`src/rtl/exp_rd_pkg.sv`:
```
package exp_rd_pkg;

    localparam int BYTE_W = 8;
    localparam int RES_W  = 2 * BYTE_W;

    localparam logic [BYTE_W-1:0] DEV_ADDR_PRI = 8'h76;
    localparam logic [BYTE_W-1:0] RD_FLAG      = 8'h01;

    localparam logic [BYTE_W-1:0] TAG_OK    = 8'h00;
    localparam logic [BYTE_W-1:0] TAG_START = 8'hFF;
    localparam logic [BYTE_W-1:0] TAG_ADDR  = 8'hFE;
    localparam logic [BYTE_W-1:0] TAG_DATA  = 8'hFC;

    typedef enum logic [2:0] {
        OP_NONE  = 3'd0,
        OP_START = 3'd1,
        OP_WRITE = 3'd2,
        OP_READ  = 3'd3,
        OP_ACK   = 3'd4,
        OP_STOP  = 3'd5
    } bus_op_e;

    typedef enum logic [2:0] {
        PH_START,
        PH_ADDR,
        PH_DATA,
        PH_ACK,
        PH_STOP
    } phase_e;

    typedef enum logic [1:0] {
        ST_IDLE,
        ST_ISSUE,
        ST_WAIT
    } seq_state_e;

    typedef struct packed {
        bus_op_e           op;
        logic [BYTE_W-1:0] data;
        logic              bitv;
    } bus_cmd_t;

    function automatic bus_op_e phase_op(phase_e p);
        case (p)
            PH_START: return OP_START;
            PH_ADDR:  return OP_WRITE;
            PH_DATA:  return OP_READ;
            PH_ACK:   return OP_ACK;
            default:  return OP_STOP;
        endcase
    endfunction

    function automatic logic can_fail(phase_e p);
        return (p == PH_START) || (p == PH_ADDR) || (p == PH_DATA);
    endfunction

    function automatic phase_e next_phase(phase_e p, logic failed);
        if (failed && can_fail(p)) return PH_STOP;
        case (p)
            PH_START: return PH_ADDR;
            PH_ADDR:  return PH_DATA;
            PH_DATA:  return PH_ACK;
            default:  return PH_STOP;
        endcase
    endfunction

    function automatic logic [BYTE_W-1:0] phase_tag(phase_e p);
        case (p)
            PH_START: return TAG_START;
            PH_ADDR:  return TAG_ADDR;
            PH_DATA:  return TAG_DATA;
            default:  return TAG_OK;
        endcase
    endfunction

    function automatic logic [RES_W-1:0] fold_code(logic [BYTE_W-1:0] tag,
                                                   logic [BYTE_W-1:0] low);
        return {tag, low};
    endfunction

endpackage

```
`src/rtl/exp_addr_map.sv`:
```
module exp_addr_map
    import exp_rd_pkg::*;
#(
    parameter int                PSEL_W   = 2,
    parameter logic [BYTE_W-1:0] ADDR_ALT = 8'h40
) (
    input  logic              clk,
    input  logic              rst,
    input  logic              load,
    input  logic [PSEL_W-1:0] port_sel,
    output logic [BYTE_W-1:0] addr_byte
);
    logic [PSEL_W-1:0] sel_q;
    logic [BYTE_W-1:0] dev_addr;

    always_ff @(posedge clk) begin
        if (rst) begin
            sel_q <= '0;
        end else if (load) begin
            sel_q <= port_sel;
        end
    end

    always_comb begin
        dev_addr  = (sel_q == '0) ? DEV_ADDR_PRI : ADDR_ALT;
        addr_byte = dev_addr + RD_FLAG;
    end
endmodule

```
`src/rtl/exp_phase_ctl.sv`:
```
module exp_phase_ctl
    import exp_rd_pkg::*;
(
    input  logic              clk,
    input  logic              rst,
    input  logic              req,
    input  logic              eng_done,
    input  logic [BYTE_W-1:0] eng_err,
    output phase_e            phase,
    output logic              issue,
    output logic              launch,
    output logic              step,
    output logic              fin
);
    seq_state_e state_q;
    phase_e     phase_q;
    logic       fin_q;

    always_comb begin
        launch = (state_q == ST_IDLE) && req;
        step   = (state_q == ST_WAIT) && eng_done;
        issue  = (state_q == ST_ISSUE);
        phase  = phase_q;
        fin    = fin_q;
    end

    always_ff @(posedge clk) begin
        if (rst) begin
            state_q <= ST_IDLE;
            phase_q <= PH_START;
            fin_q   <= 1'b0;
        end else begin
            fin_q <= 1'b0;
            case (state_q)
                ST_IDLE: begin
                    if (req) begin
                        state_q <= ST_ISSUE;
                        phase_q <= PH_START;
                    end
                end
                ST_ISSUE: begin
                    state_q <= ST_WAIT;
                end
                ST_WAIT: begin
                    if (eng_done) begin
                        if (phase_q == PH_STOP) begin
                            state_q <= ST_IDLE;
                            fin_q   <= 1'b1;
                        end else begin
                            state_q <= ST_ISSUE;
                            phase_q <= next_phase(phase_q, eng_err != '0);
                        end
                    end
                end
                default: state_q <= ST_IDLE;
            endcase
        end
    end
endmodule

```
`src/rtl/exp_result_fold.sv`:
```
module exp_result_fold
    import exp_rd_pkg::*;
(
    input  logic              clk,
    input  logic              rst,
    input  logic              launch,
    input  logic              step,
    input  phase_e            phase,
    input  logic [BYTE_W-1:0] eng_err,
    input  logic [BYTE_W-1:0] eng_rxd,
    output logic [RES_W-1:0]  result
);
    logic [RES_W-1:0] acc_q;
    logic [RES_W-1:0] res_q;
    logic             failed;

    assign failed = (eng_err != '0) && can_fail(phase);
    assign result = res_q;

    always_ff @(posedge clk) begin
        if (rst) begin
            acc_q <= '0;
            res_q <= '0;
        end else begin
            if (launch) begin
                acc_q <= '0;
            end else if (step) begin
                if (failed) begin
                    acc_q <= fold_code(phase_tag(phase), eng_err);
                end else if (phase == PH_DATA) begin
                    acc_q <= fold_code(TAG_OK, eng_rxd);
                end
            end
            if (step && phase == PH_STOP) begin
                res_q <= acc_q;
            end
        end
    end
endmodule

```
`src/rtl/exp_read_seq.sv`:
```
module exp_read_seq
    import exp_rd_pkg::*;
#(
    parameter int                PSEL_W   = 2,
    parameter logic [BYTE_W-1:0] ADDR_ALT = 8'h40
) (
    input  logic              clk,
    input  logic              rst,
    input  logic              req,
    input  logic [PSEL_W-1:0] port_sel,
    output logic              cmd_valid,
    output logic [2:0]        cmd_op,
    output logic [7:0]        cmd_byte,
    output logic              cmd_bit,
    input  logic              eng_done,
    input  logic [7:0]        eng_err,
    input  logic [7:0]        eng_rxd,
    output logic [15:0]       result,
    output logic              done
);
    phase_e            phase;
    logic              issue;
    logic              launch;
    logic              step;
    logic              fin;
    logic [BYTE_W-1:0] addr_byte;
    bus_cmd_t          cmd;

    exp_phase_ctl u_ctl (
        .clk      (clk),
        .rst      (rst),
        .req      (req),
        .eng_done (eng_done),
        .eng_err  (eng_err),
        .phase    (phase),
        .issue    (issue),
        .launch   (launch),
        .step     (step),
        .fin      (fin)
    );

    exp_addr_map #(
        .PSEL_W   (PSEL_W),
        .ADDR_ALT (ADDR_ALT)
    ) u_map (
        .clk       (clk),
        .rst       (rst),
        .load      (launch),
        .port_sel  (port_sel),
        .addr_byte (addr_byte)
    );

    exp_result_fold u_fold (
        .clk     (clk),
        .rst     (rst),
        .launch  (launch),
        .step    (step),
        .phase   (phase),
        .eng_err (eng_err),
        .eng_rxd (eng_rxd),
        .result  (result)
    );

    always_comb begin
        cmd.op   = issue ? phase_op(phase) : OP_NONE;
        cmd.data = (phase == PH_ADDR) ? addr_byte : '0;
        cmd.bitv = (phase == PH_ACK);
    end

    assign cmd_valid = issue;
    assign cmd_op    = cmd.op;
    assign cmd_byte  = cmd.data;
    assign cmd_bit   = cmd.bitv;
    assign done      = fin;
endmodule

```
`config.mk`:
```
export PLATFORM = sky130hd
export DESIGN_NAME = exp_read_seq
export DESIGN_NICKNAME = d
export VERILOG_FILES = /design/src/rtl/exp_rd_pkg.sv /design/src/rtl/exp_addr_map.sv /design/src/rtl/exp_phase_ctl.sv /design/src/rtl/exp_result_fold.sv /design/src/rtl/exp_read_seq.sv
export SDC_FILE = /design/constraint.sdc
export NUM_CORES = 1
export LEC_CHECK = 0
export ABC_CLOCK_PERIOD_IN_PS = 2450
export BUFFER_PORTS_ARGS = -buffer_cell sky130_fd_sc_hd__buf_4
export CORE_MARGIN = 2
export CORE_UTILIZATION = 45
export CTS_CLUSTER_SIZE = 24
export DETAILED_ROUTE_END_ITERATION = 16
export PLACE_DENSITY = 0.73
export REMOVE_ABC_BUFFERS = 1
export SETUP_SLACK_MARGIN = 0.2
export SYNTH_ARGS = -nofsm -noshare
export SYNTH_HDL_FRONTEND = slang
export SYNTH_SLANG_ARGS = --single-unit
```
`constraint.sdc`:
```
create_clock -name clk -period 2.45 [get_ports clk]
set_clock_uncertainty 0.15 [all_clocks]
set_input_delay 0.1225 -clock clk [delete_from_list [all_inputs] [get_ports clk]]
set_output_delay 0.1225 -clock clk [all_outputs]
set_load 0.01 [all_outputs]
```
==> impl_metrics.prom, run 1 <==
# TYPE chip_impl_metric gauge
chip_impl_info{name="synthTopCellsByCount",value="30 x sky130_fd_sc_hd__dfxtp_1, 26 x sky130_fd_sc_hd__nor2_1, 12 x sky130_fd_sc_hd__buf_4, 12 x sky130_fd_sc_hd__mux2i_1, 8 x sky130_fd_sc_hd__o221a_2"} 1
chip_impl_metric{name="cts.path.max_buffers",unit=""} 2
chip_impl_metric{name="postSynthAreaPerCell",unit="um^2"} 9.41
chip_impl_metric{name="antenna_violating_nets_post_route",unit=""} 0
chip_impl_metric{name="critical_path_arrival",unit="ps"} 1680
chip_impl_metric{name="overall_routed_net_length",unit="um"} 3280
chip_impl_info{name="status",value="finished clean"} 1
chip_impl_metric{name="pin_count_of_the_biggest_net_entering_global_routing",unit=""} 23
chip_impl_metric{name="final_max_slew_viol_count",unit=""} 0
chip_impl_metric{name="vdd_ir_drop_max",unit="mV"} 0.438
chip_impl_metric{name="cts_made_buffers",unit=""} 5
chip_impl_metric{name="grt_first_pass_wirelength",unit="um"} 5040
chip_impl_info{name="synth_top_family_by_area",value="simple AND/OR/NAND/NOR gates"} 1
chip_impl_metric{name="ys_seq_area_share",unit="%"} 41.7
chip_impl_info{name="setup.worst_path.class",value="flip-flop to output pin"} 1
chip_impl_info{name="regToRegStartpoint",value="u_ctl.state_q[1]"} 1
chip_impl_info{name="critical_path.top_delay_family",value="simple AND/OR/NAND/NOR gates"} 1
chip_impl_info{name="yosys.cell_count.top_type",value="sky130_fd_sc_hd__dfxtp_1"} 1
chip_impl_metric{name="syn-cell-area",unit="um^2"} 1440
chip_impl_info{name="synthFlopType",value="sky130_fd_sc_hd__dfxtp_1"} 1
chip_impl_metric{name="grt_pass1_vias",unit=""} 1159
chip_impl_metric{name="path_clk_slew",unit="ps"} 90
chip_impl_info{name="worstSetupStartpoint",value="u_ctl.phase[0]"} 1
chip_impl_metric{name="r2r_cells",unit=""} 5
chip_impl_metric{name="h_tree_lvls",unit=""} 2
chip_impl_metric{name="synthDistinctLibCells",unit=""} 36
chip_impl_metric{name="synth-async-reset-ratio",unit="%"} 0
chip_impl_metric{name="max-slew-margin-rel",unit="%"} 51.9
chip_impl_info{name="tritoncts",value="yes"} 1
chip_impl_info{name="synth_top_cells_by_area",value="sky130_fd_sc_hd__dfxtp_1 42%, sky130_fd_sc_hd__mux2i_1 8.3%, sky130_fd_sc_hd__nor2_1 6.8%"} 1
chip_impl_metric{name="hpwlAfterDp",unit="um"} 2330
chip_impl_metric{name="worst_slack",unit="ps"} 496
chip_impl_metric{name="yosysWarningCount",unit=""} 0
chip_impl_metric{name="layout-area-overhead-vs-synth",unit="%"} 35.3
chip_impl_info{name="slowest_stage",value="sky130_fd_sc_hd__dfxtp_1"} 1
chip_impl_metric{name="n_antenna_cell",unit=""} 0
chip_impl_metric{name="yosys.area_share.xor_xnor",unit="%"} 0.608
chip_impl_metric{name="reg_to_reg_slack_setup",unit="ps"} 500
chip_impl_info{name="rsz0062_at_grt",value="false"} 1
chip_impl_metric{name="initial_utilization",unit="%"} 47.2
chip_impl_metric{name="postSynthCellCount",unit=""} 153
chip_impl_metric{name="dieWidth",unit="um"} 60.6
chip_impl_metric{name="synth_compound_gate_area_share",unit="%"} 17.9
chip_impl_metric{name="clk_latency",unit="ps"} 330
chip_impl_metric{name="maxClockFrequency",unit="MHz"} 512
chip_impl_metric{name="std_cell_rows",unit=""} 20
chip_impl_metric{name="synth_simple_gate_area_share",unit="%"} 20.2
chip_impl_metric{name="synthDominantCellAreaShare",unit="%"} 41.7
chip_impl_metric{name="cp_num_cells",unit=""} 3
chip_impl_metric{name="port-buffer-count",unit=""} 49
chip_impl_metric{name="die_area",unit="um^2"} 3670
chip_impl_metric{name="first_pass_iters",unit=""} 4
chip_impl_info{name="worst_setup_path_endpoint",value="cmd_byte[4]"} 1
chip_impl_metric{name="tritoncts_num_sinks",unit=""} 30
chip_impl_info{name="worst_setup_path_end_kind",value="output pin"} 1
chip_impl_metric{name="synth_adder_area_share",unit="%"} 0
chip_impl_metric{name="via_per_inst",unit=""} 5.05
chip_impl_info{name="synthDominantAreaCellType",value="sky130_fd_sc_hd__dfxtp_1"} 1
chip_impl_metric{name="final-setup-viol-count",unit=""} 0
chip_impl_metric{name="layout-drive-gt1-share",unit="%"} 35.4
chip_impl_metric{name="1st_iter_drt_viols",unit=""} 34
chip_impl_metric{name="cp_slowest_stage_delay",unit="ps"} 550
chip_impl_metric{name="tns",unit="ps"} 0
chip_impl_metric{name="static-leakage-power",unit="nW"} 0.879
chip_impl_metric{name="grt_util_all_layers",unit="%"} 19.0
chip_impl_metric{name="critPathRequiredTime",unit="ps"} 2180
chip_impl_metric{name="initial_antenna_violation_count",unit=""} 0
chip_impl_metric{name="wl_per_cell",unit="um"} 13.1
chip_impl_info{name="min_delay_worst_type",value="input port to flip-flop"} 1
chip_impl_metric{name="drv.max_cap_violation_count",unit=""} 0
chip_impl_metric{name="core",unit="um^2"} 3050
chip_impl_metric{name="finalHoldViolCount",unit=""} 0
chip_impl_metric{name="period_minus_slack",unit="ps"} 1950
chip_impl_metric{name="worstMarginPinSlew",unit="ps"} 719
chip_impl_metric{name="route.vias.total",unit=""} 1262
chip_impl_metric{name="top_fanout_value_on_the_critical_path",unit=""} 10
chip_impl_metric{name="pwr_density_cell",unit="nW/um^2"} 509
chip_impl_metric{name="grt_overflow",unit=""} 0
chip_impl_metric{name="post_synth_mux_area_share",unit="%"} 8.34
chip_impl_metric{name="num_io_pins",unit=""} 52
chip_impl_metric{name="post-route-drc-count",unit=""} 0
chip_impl_info{name="crit-reg2reg-capture",value="u_map.sel_q[0]"} 1
chip_impl_metric{name="layout_worst_path_cycle_share",unit="%"} 79.8
chip_impl_metric{name="design.final.nets",unit=""} 227
chip_impl_metric{name="place_worst_setup_slack",unit="ps"} 599
chip_impl_info{name="worstPathCellList",value="nand2_1 > nor4_1 > buf_4"} 1
chip_impl_metric{name="die_height",unit="um"} 60.6
chip_impl_metric{name="synth-edff-count",unit=""} 0
chip_impl_info{name="cts_root_buf",value="sky130_fd_sc_hd__clkbuf_4"} 1
chip_impl_metric{name="synth_seq_cells",unit=""} 30
chip_impl_metric{name="critical_path.n_buffers_inverters",unit=""} 1
chip_impl_info{name="critical_path.startpoint_type",value="flip-flop"} 1
chip_impl_metric{name="gpl.final_weighted_congestion",unit=""} 0.864
-- per-layer routing --
layer / wire (um) / up-vias / global-route usage [%] / part of all wire (%)
met5: 0 / - / 0 / 0
met4: 57 / 0 / 8.39 / 1.7
met3: 235 / 7 / 6.40 / 7.2
met2: 1530 / 54 / 31.8 / 47
met1: 1450 / 571 / 21.9 / 44
li1: - / 630 / - / -
-- cells in the final DEF (no fill, tap or decap), types with 2 or more instances in the layout --
cell                            instances
sky130_fd_sc_hd__buf_4                 49
sky130_fd_sc_hd__dfxtp_1               30
sky130_fd_sc_hd__nor2_1                26
sky130_fd_sc_hd__dlygate4sd3_1         15
sky130_fd_sc_hd__mux2i_1               12
sky130_fd_sc_hd__o221a_2                8
sky130_fd_sc_hd__nand2_1                7
sky130_fd_sc_hd__a21oi_1                7
sky130_fd_sc_hd__o21ai_1                7
sky130_fd_sc_hd__clkbuf_4               5
sky130_fd_sc_hd__nand2b_1               3
sky130_fd_sc_hd__inv_1                  3
sky130_fd_sc_hd__o21ai_0                3
sky130_fd_sc_hd__nor3_1                 2
sky130_fd_sc_hd__nor4_1                 2
sky130_fd_sc_hd__nor4_2                 2
sky130_fd_sc_hd__o21a_1                 2
sky130_fd_sc_hd__nor3b_1                2
sky130_fd_sc_hd__conb_1                 2
sky130_fd_sc_hd__clkinv_2               2
-- registers in the layout (all words and copies together) (netlist names) --
name and flops:
u_fold.result 11, u_map.sel_q 2, u_ctl.fin 1, u_ctl.phase 3, u_fold.acc_q 11, u_ctl.state_q 2
-- power breakdown --
group	leakage [nW]	internal, mW	total (mW)	switching (mW)
registers	0.243	0.496	0.504	0.00817
logic	0.592	0.0605	0.105	0.0449
clock network	0.0450	0.211	0.381	0.170
total	0.879	0.768	0.991	0.223
-- area by class of cell --
| cell class | instances | area, um^2 |
|---|---|---|
| fill | 268 | 1100 |
| multi-input combinational | 101 | 686 |
| sequential | 30 | 601 |
| timing repair buffer | 64 | 518 |
| tap | 44 | 55.1 |
| clock inverter | 3 | 40.0 |
| clock buffer | 5 | 37.5 |
| inverter | 3 | 11.3 |
-- logic make-up after synthesis --
logic type / Yosys count
other cells: 1
mux: 12
xor+xnor: 1
compound gates: 33
simple gates: 53
buf+inv: 23
flops: 30
-- what timing repair did --
item,in CTS,in global routing
setup endpoints to repair,0,0
gates resized for setup,0,0
endpoints found under the hold margin,25,0
hold buffers,15,0
buffers inserted,0,0
-- worst min-delay path, delay by kind of cell --
family                 cells  cell delay [ps]
AO/OA/AOI/OAI              2              290
AND/OR/NAND/NOR            1               30
buffers and inverters      1               80
-- stage by stage --
step	util [%]	hold WS, ps	std cells	area (um^2)	total power, mW
global route	63.8	55.6	250	1950	1.03
finish	63.8	57.1	250	1950	0.991
CTS	63.8	41.1	250	1950	1.00
global placement	56.4	210	227	1720	0.598
detailed placement	56.4	221	227	1720	0.601
floorplan	-	41.6	134	1300	0.551
-- how the worst min path moves through the flow --
stage | cells past startpoint | end | slack, ps | startpoint
3_5_place_dp | 3 | u_map.sel_q[0] | 220 | port_sel[0]
6_report | 4 | u_fold.acc_q[1] | 60 | eng_rxd[1]
4_1_cts | 4 | u_fold.acc_q[3] | 40 | eng_rxd[3]
2_1_floorplan | 1 | u_ctl.state_q[1] | 40 | rst
5_1_grt | 4 | u_fold.acc_q[3] | 60 | eng_rxd[3]
3_3_place_gp | 3 | u_map.sel_q[0] | 210 | port_sel[0]
Note: power is estimated with default switching activity, not from simulation.
==> inputs of run 2 (changes only) <==
--- a/config.mk
+++ b/config.mk
@@ -5,13 +5,13 @@
 export SDC_FILE = /design/constraint.sdc
 export NUM_CORES = 1
 export LEC_CHECK = 0
-export ABC_CLOCK_PERIOD_IN_PS = 2450
+export ABC_CLOCK_PERIOD_IN_PS = 1600
 export BUFFER_PORTS_ARGS = -buffer_cell sky130_fd_sc_hd__buf_4
 export CORE_MARGIN = 2
-export CORE_UTILIZATION = 45
+export CORE_UTILIZATION = 44
 export CTS_CLUSTER_SIZE = 24
 export DETAILED_ROUTE_END_ITERATION = 16
-export PLACE_DENSITY = 0.73
+export PLACE_DENSITY = 0.74
 export REMOVE_ABC_BUFFERS = 1
 export SETUP_SLACK_MARGIN = 0.2
 export SYNTH_ARGS = -nofsm -noshare
==> constraint.sdc (replaced) <==
create_clock -name clk -period 1.6 [get_ports clk]
set_clock_uncertainty 0.15 [all_clocks]
set_input_delay 0.08 -clock clk [delete_from_list [all_inputs] [get_ports clk]]
set_output_delay 0.08 -clock clk [all_outputs]
set_load 0.01 [all_outputs]
==> run 2 against run 1 <==
  * Clock-buffer cell count is 2 higher
  * Sequential cell count stayed put
  * Die area is 2.1% higher
  * Cell area is 23% higher
  * Clock power is 20% higher
==> impl_metrics.prom, run 2 (synthesized netlist as in run 1, its figures left out) <==
# TYPE chip_impl_metric gauge
chip_impl_metric{name="final_non_filler_cell_total",unit=""} 277
chip_impl_metric{name="maxClockFrequency",unit="MHz"} 634
chip_impl_metric{name="overall_routed_net_length",unit="um"} 4410
chip_impl_metric{name="static-leakage-power",unit="nW"} 1.06
chip_impl_metric{name="drv.max_cap_violation_count",unit=""} 0
chip_impl_metric{name="grt_pass1_vias",unit=""} 1318
chip_impl_info{name="worst_setup_path_end_kind",value="output pin"} 1
chip_impl_metric{name="grt_util_all_layers",unit="%"} 22.2
chip_impl_info{name="layout_common_cells",value="64 x sky130_fd_sc_hd__buf_4, 25 x sky130_fd_sc_hd__dfxtp_1, 23 x sky130_fd_sc_hd__nor2_1"} 1
chip_impl_metric{name="route.vias.total",unit=""} 1402
chip_impl_metric{name="initial_antenna_violation_count",unit=""} 0
chip_impl_metric{name="pwr_density_cell",unit="nW/um^2"} 604
chip_impl_metric{name="1st_iter_drt_viols",unit=""} 51
chip_impl_metric{name="share_clk_of_total_power",unit="%"} 31.7
chip_impl_info{name="tritoncts",value="yes"} 1
chip_impl_metric{name="top_fanout_value_on_the_critical_path",unit=""} 5
chip_impl_metric{name="total_power",unit="mW"} 1.45
chip_impl_metric{name="hpwlAfterDp",unit="um"} 2440
chip_impl_metric{name="via_per_inst",unit=""} 5.06
chip_impl_info{name="critical_path.startpoint_type",value="flip-flop"} 1
chip_impl_metric{name="antenna_violating_nets_post_route",unit=""} 0
chip_impl_metric{name="cts_made_buffers",unit=""} 5
chip_impl_metric{name="die_area",unit="um^2"} 3750
chip_impl_metric{name="core",unit="um^2"} 3080
chip_impl_metric{name="h_tree_lvls",unit=""} 2
chip_impl_info{name="regToRegStartpoint",value="u_ctl.phase[0]"} 1
chip_impl_metric{name="final-setup-viol-count",unit=""} 0
chip_impl_metric{name="placed_cells_incl_taps",unit=""} 236
chip_impl_metric{name="clk_latency",unit="ps"} 330
chip_impl_metric{name="wl_per_cell",unit="um"} 15.9
chip_impl_info{name="rsz0062_at_grt",value="true"} 1
chip_impl_metric{name="period_minus_slack",unit="ps"} 1580
chip_impl_metric{name="std_cell_rows",unit=""} 20
chip_impl_metric{name="power_report.internal_total",unit="mW"} 1.09
chip_impl_info{name="min_delay_worst_type",value="input port to flip-flop"} 1
chip_impl_info{name="status",value="finished clean"} 1
chip_impl_metric{name="grt_overflow",unit=""} 0
chip_impl_metric{name="layout-drive-gt1-share",unit="%"} 55.4
chip_impl_metric{name="design.final.nets",unit=""} 254
chip_impl_metric{name="layout_worst_path_cycle_share",unit="%"} 98.6
chip_impl_metric{name="worst_slack",unit="ps"} 22.5
chip_impl_metric{name="switching_part_of_the_total",unit="%"} 24.7
chip_impl_metric{name="finalHoldViolCount",unit=""} 0
chip_impl_metric{name="critical_path_arrival",unit="ps"} 1350
chip_impl_metric{name="place_worst_setup_slack",unit="ps"} -121
chip_impl_metric{name="vdd_ir_drop_max",unit="mV"} 0.567
chip_impl_info{name="worstSetupStartpoint",value="u_ctl.phase[1]"} 1
chip_impl_metric{name="path_clk_slew",unit="ps"} 80
chip_impl_metric{name="die_height",unit="um"} 61.2
chip_impl_metric{name="dieWidth",unit="um"} 61.2
chip_impl_metric{name="cts.path.max_buffers",unit=""} 2
chip_impl_metric{name="layout-area-overhead-vs-synth",unit="%"} 66.5
chip_impl_info{name="hold_startpoint",value="eng_rxd[3]"} 1
chip_impl_metric{name="tns",unit="ps"} 0
chip_impl_metric{name="n_antenna_cell",unit=""} 0
chip_impl_metric{name="net-switching-power",unit="mW"} 0.358
chip_impl_metric{name="post-route-drc-count",unit=""} 0
chip_impl_metric{name="num_io_pins",unit=""} 52
chip_impl_info{name="setup.worst_path.class",value="flip-flop to output pin"} 1
chip_impl_metric{name="final.fill_count",unit=""} 208
chip_impl_metric{name="first_pass_iters",unit=""} 4
chip_impl_metric{name="tritoncts_num_sinks",unit=""} 30
chip_impl_metric{name="gpl.final_weighted_congestion",unit=""} 0.823
chip_impl_metric{name="comb_power_share",unit="%"} 15.1
chip_impl_metric{name="initial_utilization",unit="%"} 46.8
chip_impl_info{name="cts_root_buf",value="sky130_fd_sc_hd__clkbuf_4"} 1
chip_impl_metric{name="grt_first_pass_wirelength",unit="um"} 5920
chip_impl_metric{name="final_max_slew_viol_count",unit=""} 0
chip_impl_metric{name="port-buffer-count",unit=""} 49
chip_impl_info{name="layout_commonest_cell",value="sky130_fd_sc_hd__buf_4"} 1
chip_impl_metric{name="power.sequential.fraction",unit="%"} 53.2
chip_impl_metric{name="pin_count_of_the_biggest_net_entering_global_routing",unit=""} 23
chip_impl_metric{name="critPathRequiredTime",unit="ps"} 1370
-- run 2: worst max-delay path, stage by stage, from the launching register on --
cell                      delay [ps]
sky130_fd_sc_hd__dfxtp_4         380
sky130_fd_sc_hd__buf_8           150
sky130_fd_sc_hd__nor4_4          210
sky130_fd_sc_hd__buf_4           180
sky130_fd_sc_hd__buf_6           100
-- run 2: power groups by stage --
stage	registers (mW)	logic, mW	clock network, mW
final	0.771	0.219	0.459
after global routing	0.772	0.233	0.494
after CTS	0.770	0.183	0.466
after detailed placement	0.789	0.138	0
after global placement	0.788	0.134	0
after floorplan	0.786	0.0587	0
-- run 2: metrics by stage --
stage | utilization (%) | instance area [um^2] | hold WS, ps
global placement | 58.1 | 1790 | 168
detailed placement | 58.1 | 1790 | 188
global route | 77.9 | 2400 | 20.7
finish | 77.9 | 2400 | 15.6
floorplan | - | 1300 | -0.934
CTS | 72.1 | 2220 | 9.66
-- run 2: worst paths after layout --
check | endpoint | slack [ps] | depth (start not counted)
worst max-delay path | cmd_byte[2] | 20 | 4
worst min-delay path | u_fold.acc_q[3] | 20 | 4
worst max register to register | u_fold.result[1] | 50 | 5
worst min register to register | u_fold.result[8] | 350 | 2
-- run 2: layer usage --
metal | wire length, um | part of all wire (%) | vias to the layer above | global-route usage (%)
met5 | 0 | 0 | - | 0
met1 | 1800 | 41 | 657 | 25.2
met2 | 2250 | 51 | 55 | 38.3
met4 | 91 | 2.1 | 0 | 8.70
met3 | 275 | 6.2 | 8 | 7.56
li1 | - | - | 682 | -
-- run 2: cell type report --
cell class	instances	area [um^2]	share of cell area [%]
clock buffers	7	55.1	2.30
clock inverters	1	5.00	0.209
inverters	3	17.5	0.731
multi-input cells	102	876	36.5
flip-flops and latches	30	614	25.6
well taps	44	55.1	2.30
repair buffers	90	774	32.3
-- run 2: what timing repair did --
| action | CTS | global route |
|---|---|---|
| hold buffers | 12 | 0 |
| gates cloned | 1 | 0 |
| setup endpoints to repair | 37 | 36 |
| pin swaps | 8 | 14 |
| buffers inserted | 12 | 8 |
| resized for setup | 35 | 27 |
| endpoints found under the hold margin | 24 | 0 |
==> inputs of run 3 (changes only) <==
--- a/config.mk
+++ b/config.mk
@@ -7,11 +7,12 @@
 export LEC_CHECK = 0
 export ABC_CLOCK_PERIOD_IN_PS = 1600
 export BUFFER_PORTS_ARGS = -buffer_cell sky130_fd_sc_hd__buf_4
+export CORE_ASPECT_RATIO = 0.8
 export CORE_MARGIN = 2
 export CORE_UTILIZATION = 44
 export CTS_CLUSTER_SIZE = 24
 export DETAILED_ROUTE_END_ITERATION = 16
-export PLACE_DENSITY = 0.74
+export PLACE_DENSITY_LB_ADDON = 0.12
 export REMOVE_ABC_BUFFERS = 1
 export SETUP_SLACK_MARGIN = 0.2
 export SYNTH_ARGS = -nofsm -noshare
==> run 3 against run 2 <==
  * Cell count is 4.7% lower
  * Combinational power is 16% lower
  * Highest routed layer unchanged
  * Sequential share of layout area is 1.0 points higher
  * Largest power group unchanged
  * Setup slack better by 57 ps
  * Routed wire length is 6.9% lower
  * Largest cell class unchanged
  * Cell area is 4.6% lower
==> impl_metrics.prom, run 3 (synthesized netlist as in run 1, its figures left out) <==
# TYPE chip_impl_metric gauge
chip_impl_metric{name="layout-area-overhead-vs-synth",unit="%"} 58.7
chip_impl_metric{name="die_area",unit="um^2"} 3750
chip_impl_metric{name="die_height",unit="um"} 55.2
chip_impl_metric{name="post-route-drc-count",unit=""} 0
chip_impl_metric{name="grt_util_all_layers",unit="%"} 20.7
chip_impl_metric{name="grt_pass1_vias",unit=""} 1189
chip_impl_metric{name="total_power",unit="mW"} 1.60
chip_impl_metric{name="net-switching-power",unit="mW"} 0.396
chip_impl_metric{name="overall_routed_net_length",unit="um"} 4110
chip_impl_metric{name="n_antenna_cell",unit=""} 0
chip_impl_metric{name="clk_latency",unit="ps"} 290
chip_impl_metric{name="via_per_inst",unit=""} 5.17
chip_impl_metric{name="pwr_density_cell",unit="nW/um^2"} 701
chip_impl_metric{name="period_minus_slack",unit="ps"} 1520
chip_impl_metric{name="path_clk_slew",unit="ps"} 70
chip_impl_metric{name="static-leakage-power",unit="nW"} 1.04
chip_impl_metric{name="whs_path_cells",unit=""} 4
chip_impl_info{name="layout_common_cells",value="59 x sky130_fd_sc_hd__buf_4, 25 x sky130_fd_sc_hd__dfxtp_1, 24 x sky130_fd_sc_hd__nor2_1"} 1
chip_impl_metric{name="first_pass_iters",unit=""} 4
chip_impl_metric{name="num_io_pins",unit=""} 52
chip_impl_metric{name="share_clk_of_total_power",unit="%"} 40.3
chip_impl_metric{name="grt_first_pass_wirelength",unit="um"} 5560
chip_impl_metric{name="tns",unit="ps"} 0
chip_impl_metric{name="final_max_slew_viol_count",unit=""} 0
chip_impl_metric{name="dieWidth",unit="um"} 68.0
chip_impl_metric{name="wl_per_cell",unit="um"} 15.6
chip_impl_metric{name="tritoncts_num_sinks",unit=""} 30
chip_impl_metric{name="port-buffer-count",unit=""} 49
chip_impl_metric{name="power.sequential.fraction",unit="%"} 48.2
chip_impl_metric{name="multi_input_area",unit="um^2"} 787
chip_impl_metric{name="hpwlAfterDp",unit="um"} 2430
chip_impl_metric{name="critical_path_arrival",unit="ps"} 1600
chip_impl_metric{name="gpl.final_weighted_congestion",unit=""} 0.870
chip_impl_metric{name="initial_antenna_violation_count",unit=""} 0
chip_impl_metric{name="initial_utilization",unit="%"} 46.3
chip_impl_metric{name="cts_made_buffers",unit=""} 5
chip_impl_metric{name="drv.max_cap_violation_count",unit=""} 0
chip_impl_metric{name="finalHoldViolCount",unit=""} 0
chip_impl_metric{name="power_report.internal_total",unit="mW"} 1.21
chip_impl_metric{name="final-setup-viol-count",unit=""} 0
chip_impl_metric{name="antenna_violating_nets_post_route",unit=""} 0
chip_impl_info{name="tritoncts",value="yes"} 1
chip_impl_metric{name="pin_count_of_the_biggest_net_entering_global_routing",unit=""} 23
chip_impl_info{name="layout_commonest_cell",value="sky130_fd_sc_hd__buf_4"} 1
chip_impl_metric{name="core",unit="um^2"} 3110
chip_impl_metric{name="final.fill_count",unit=""} 230
chip_impl_info{name="rsz0062_at_grt",value="true"} 1
chip_impl_metric{name="comb_power_share",unit="%"} 11.4
chip_impl_metric{name="1st_iter_drt_viols",unit=""} 91
chip_impl_metric{name="switching_part_of_the_total",unit="%"} 24.7
chip_impl_metric{name="std_cell_rows",unit=""} 18
chip_impl_metric{name="layout-drive-gt1-share",unit="%"} 51.3
chip_impl_metric{name="maxClockFrequency",unit="MHz"} 658
chip_impl_metric{name="h_tree_lvls",unit=""} 2
chip_impl_metric{name="design.final.nets",unit=""} 245
chip_impl_info{name="worst_setup_path_end_kind",value="flip-flop"} 1
chip_impl_info{name="setup.worst_path.class",value="flip-flop to flip-flop"} 1
chip_impl_metric{name="cts.path.max_buffers",unit=""} 2
chip_impl_info{name="critical_path.startpoint_type",value="flip-flop"} 1
chip_impl_info{name="status",value="finished clean"} 1
chip_impl_metric{name="postLayoutCellArea",unit="um^2"} 2290
chip_impl_metric{name="vdd_ir_drop_max",unit="mV"} 0.620
chip_impl_info{name="cts_root_buf",value="sky130_fd_sc_hd__clkbuf_8"} 1
chip_impl_metric{name="layout_worst_path_cycle_share",unit="%"} 95.0
chip_impl_info{name="min_delay_worst_type",value="input port to flip-flop"} 1
chip_impl_metric{name="final-seq-area",unit="um^2"} 609
chip_impl_metric{name="grt_overflow",unit=""} 0
chip_impl_metric{name="dpl_cell_area",unit="um^2"} 1800
chip_impl_metric{name="r2r_cells",unit=""} 4
chip_impl_metric{name="critPathRequiredTime",unit="ps"} 1680
chip_impl_metric{name="route.vias.total",unit=""} 1366
chip_impl_metric{name="top_fanout_value_on_the_critical_path",unit=""} 8
[run 3: cell types whose count changed in the layout (fill, tap and decap cells not counted), moves of 4 or more]
cell / delta
sky130_fd_sc_hd__buf_4: -5
sky130_fd_sc_hd__buf_6: -4
sky130_fd_sc_hd__clkbuf_4: -5
sky130_fd_sc_hd__clkbuf_8: +5
[run 3: critical path, stage by stage, from the launching register on]
cell and delay, ps:
sky130_fd_sc_hd__dfxtp_2 330, sky130_fd_sc_hd__nand4bb_4 250, sky130_fd_sc_hd__a21oi_4 180, sky130_fd_sc_hd__a21boi_4 320
sky130_fd_sc_hd__o221a_2 240
[run 3: timing repair]
item | CTS | global route
hold buffers | 12 | 0
gates resized for setup | 17 | 25
buffers inserted | 5 | 5
endpoints found under the setup margin | 33 | 37
gates cloned | 1 | 0
pin swaps | 7 | 8
hold endpoints to repair | 18 | 0
[run 3: per-layer routing]
layer  vias up  track usage (%)  part of all wire, %
met5         -                0                    0
met2        61             31.6                   45
met1       633             28.1                   45
li1        663                -                    -
met3         9             7.69                  7.9
met4         0             4.00                  1.7
[run 3: final timing paths]
path	to	slack, ps	start
min reg2reg	u_fold.result[8]	340	u_fold.result[8]
max reg2reg	u_fold.acc_q[7]	80	u_ctl.phase[2]
min	u_fold.acc_q[6]	60	eng_rxd[6]
max	u_fold.acc_q[7]	80	u_ctl.phase[2]
[run 3: power by group through the flow]
stage	logic, mW	registers [mW]	clock network (mW)
after floorplan	0.0587	0.786	0
after global placement	0.136	0.788	0
after detailed placement	0.139	0.789	0
after CTS	0.172	0.773	0.648
after global routing	0.197	0.775	0.683
final	0.183	0.774	0.646
[run 3: area by class of cell]
cell class | count | area share, %
multi-input combinational | 101 | 34.4
timing repair buffer | 82 | 31.7
sequential | 30 | 26.7
clock buffer | 6 | 3.61
tap | 40 | 2.19
inverter | 3 | 0.876
clock inverter | 2 | 0.547
[run 3: metrics by stage]
step           instances  utilization [%]  hold slack [ps]  worst slack (ps)
4_1_cts              259             68.7             58.5              95.6
3_5_place_dp         233             58.0              181             -22.8
5_1_grt              264             73.6             89.8              20.2
3_3_place_gp         233             58.0              169              83.4
2_1_floorplan        134                -           -0.934              -417
6_report             264             73.6             59.4              79.4
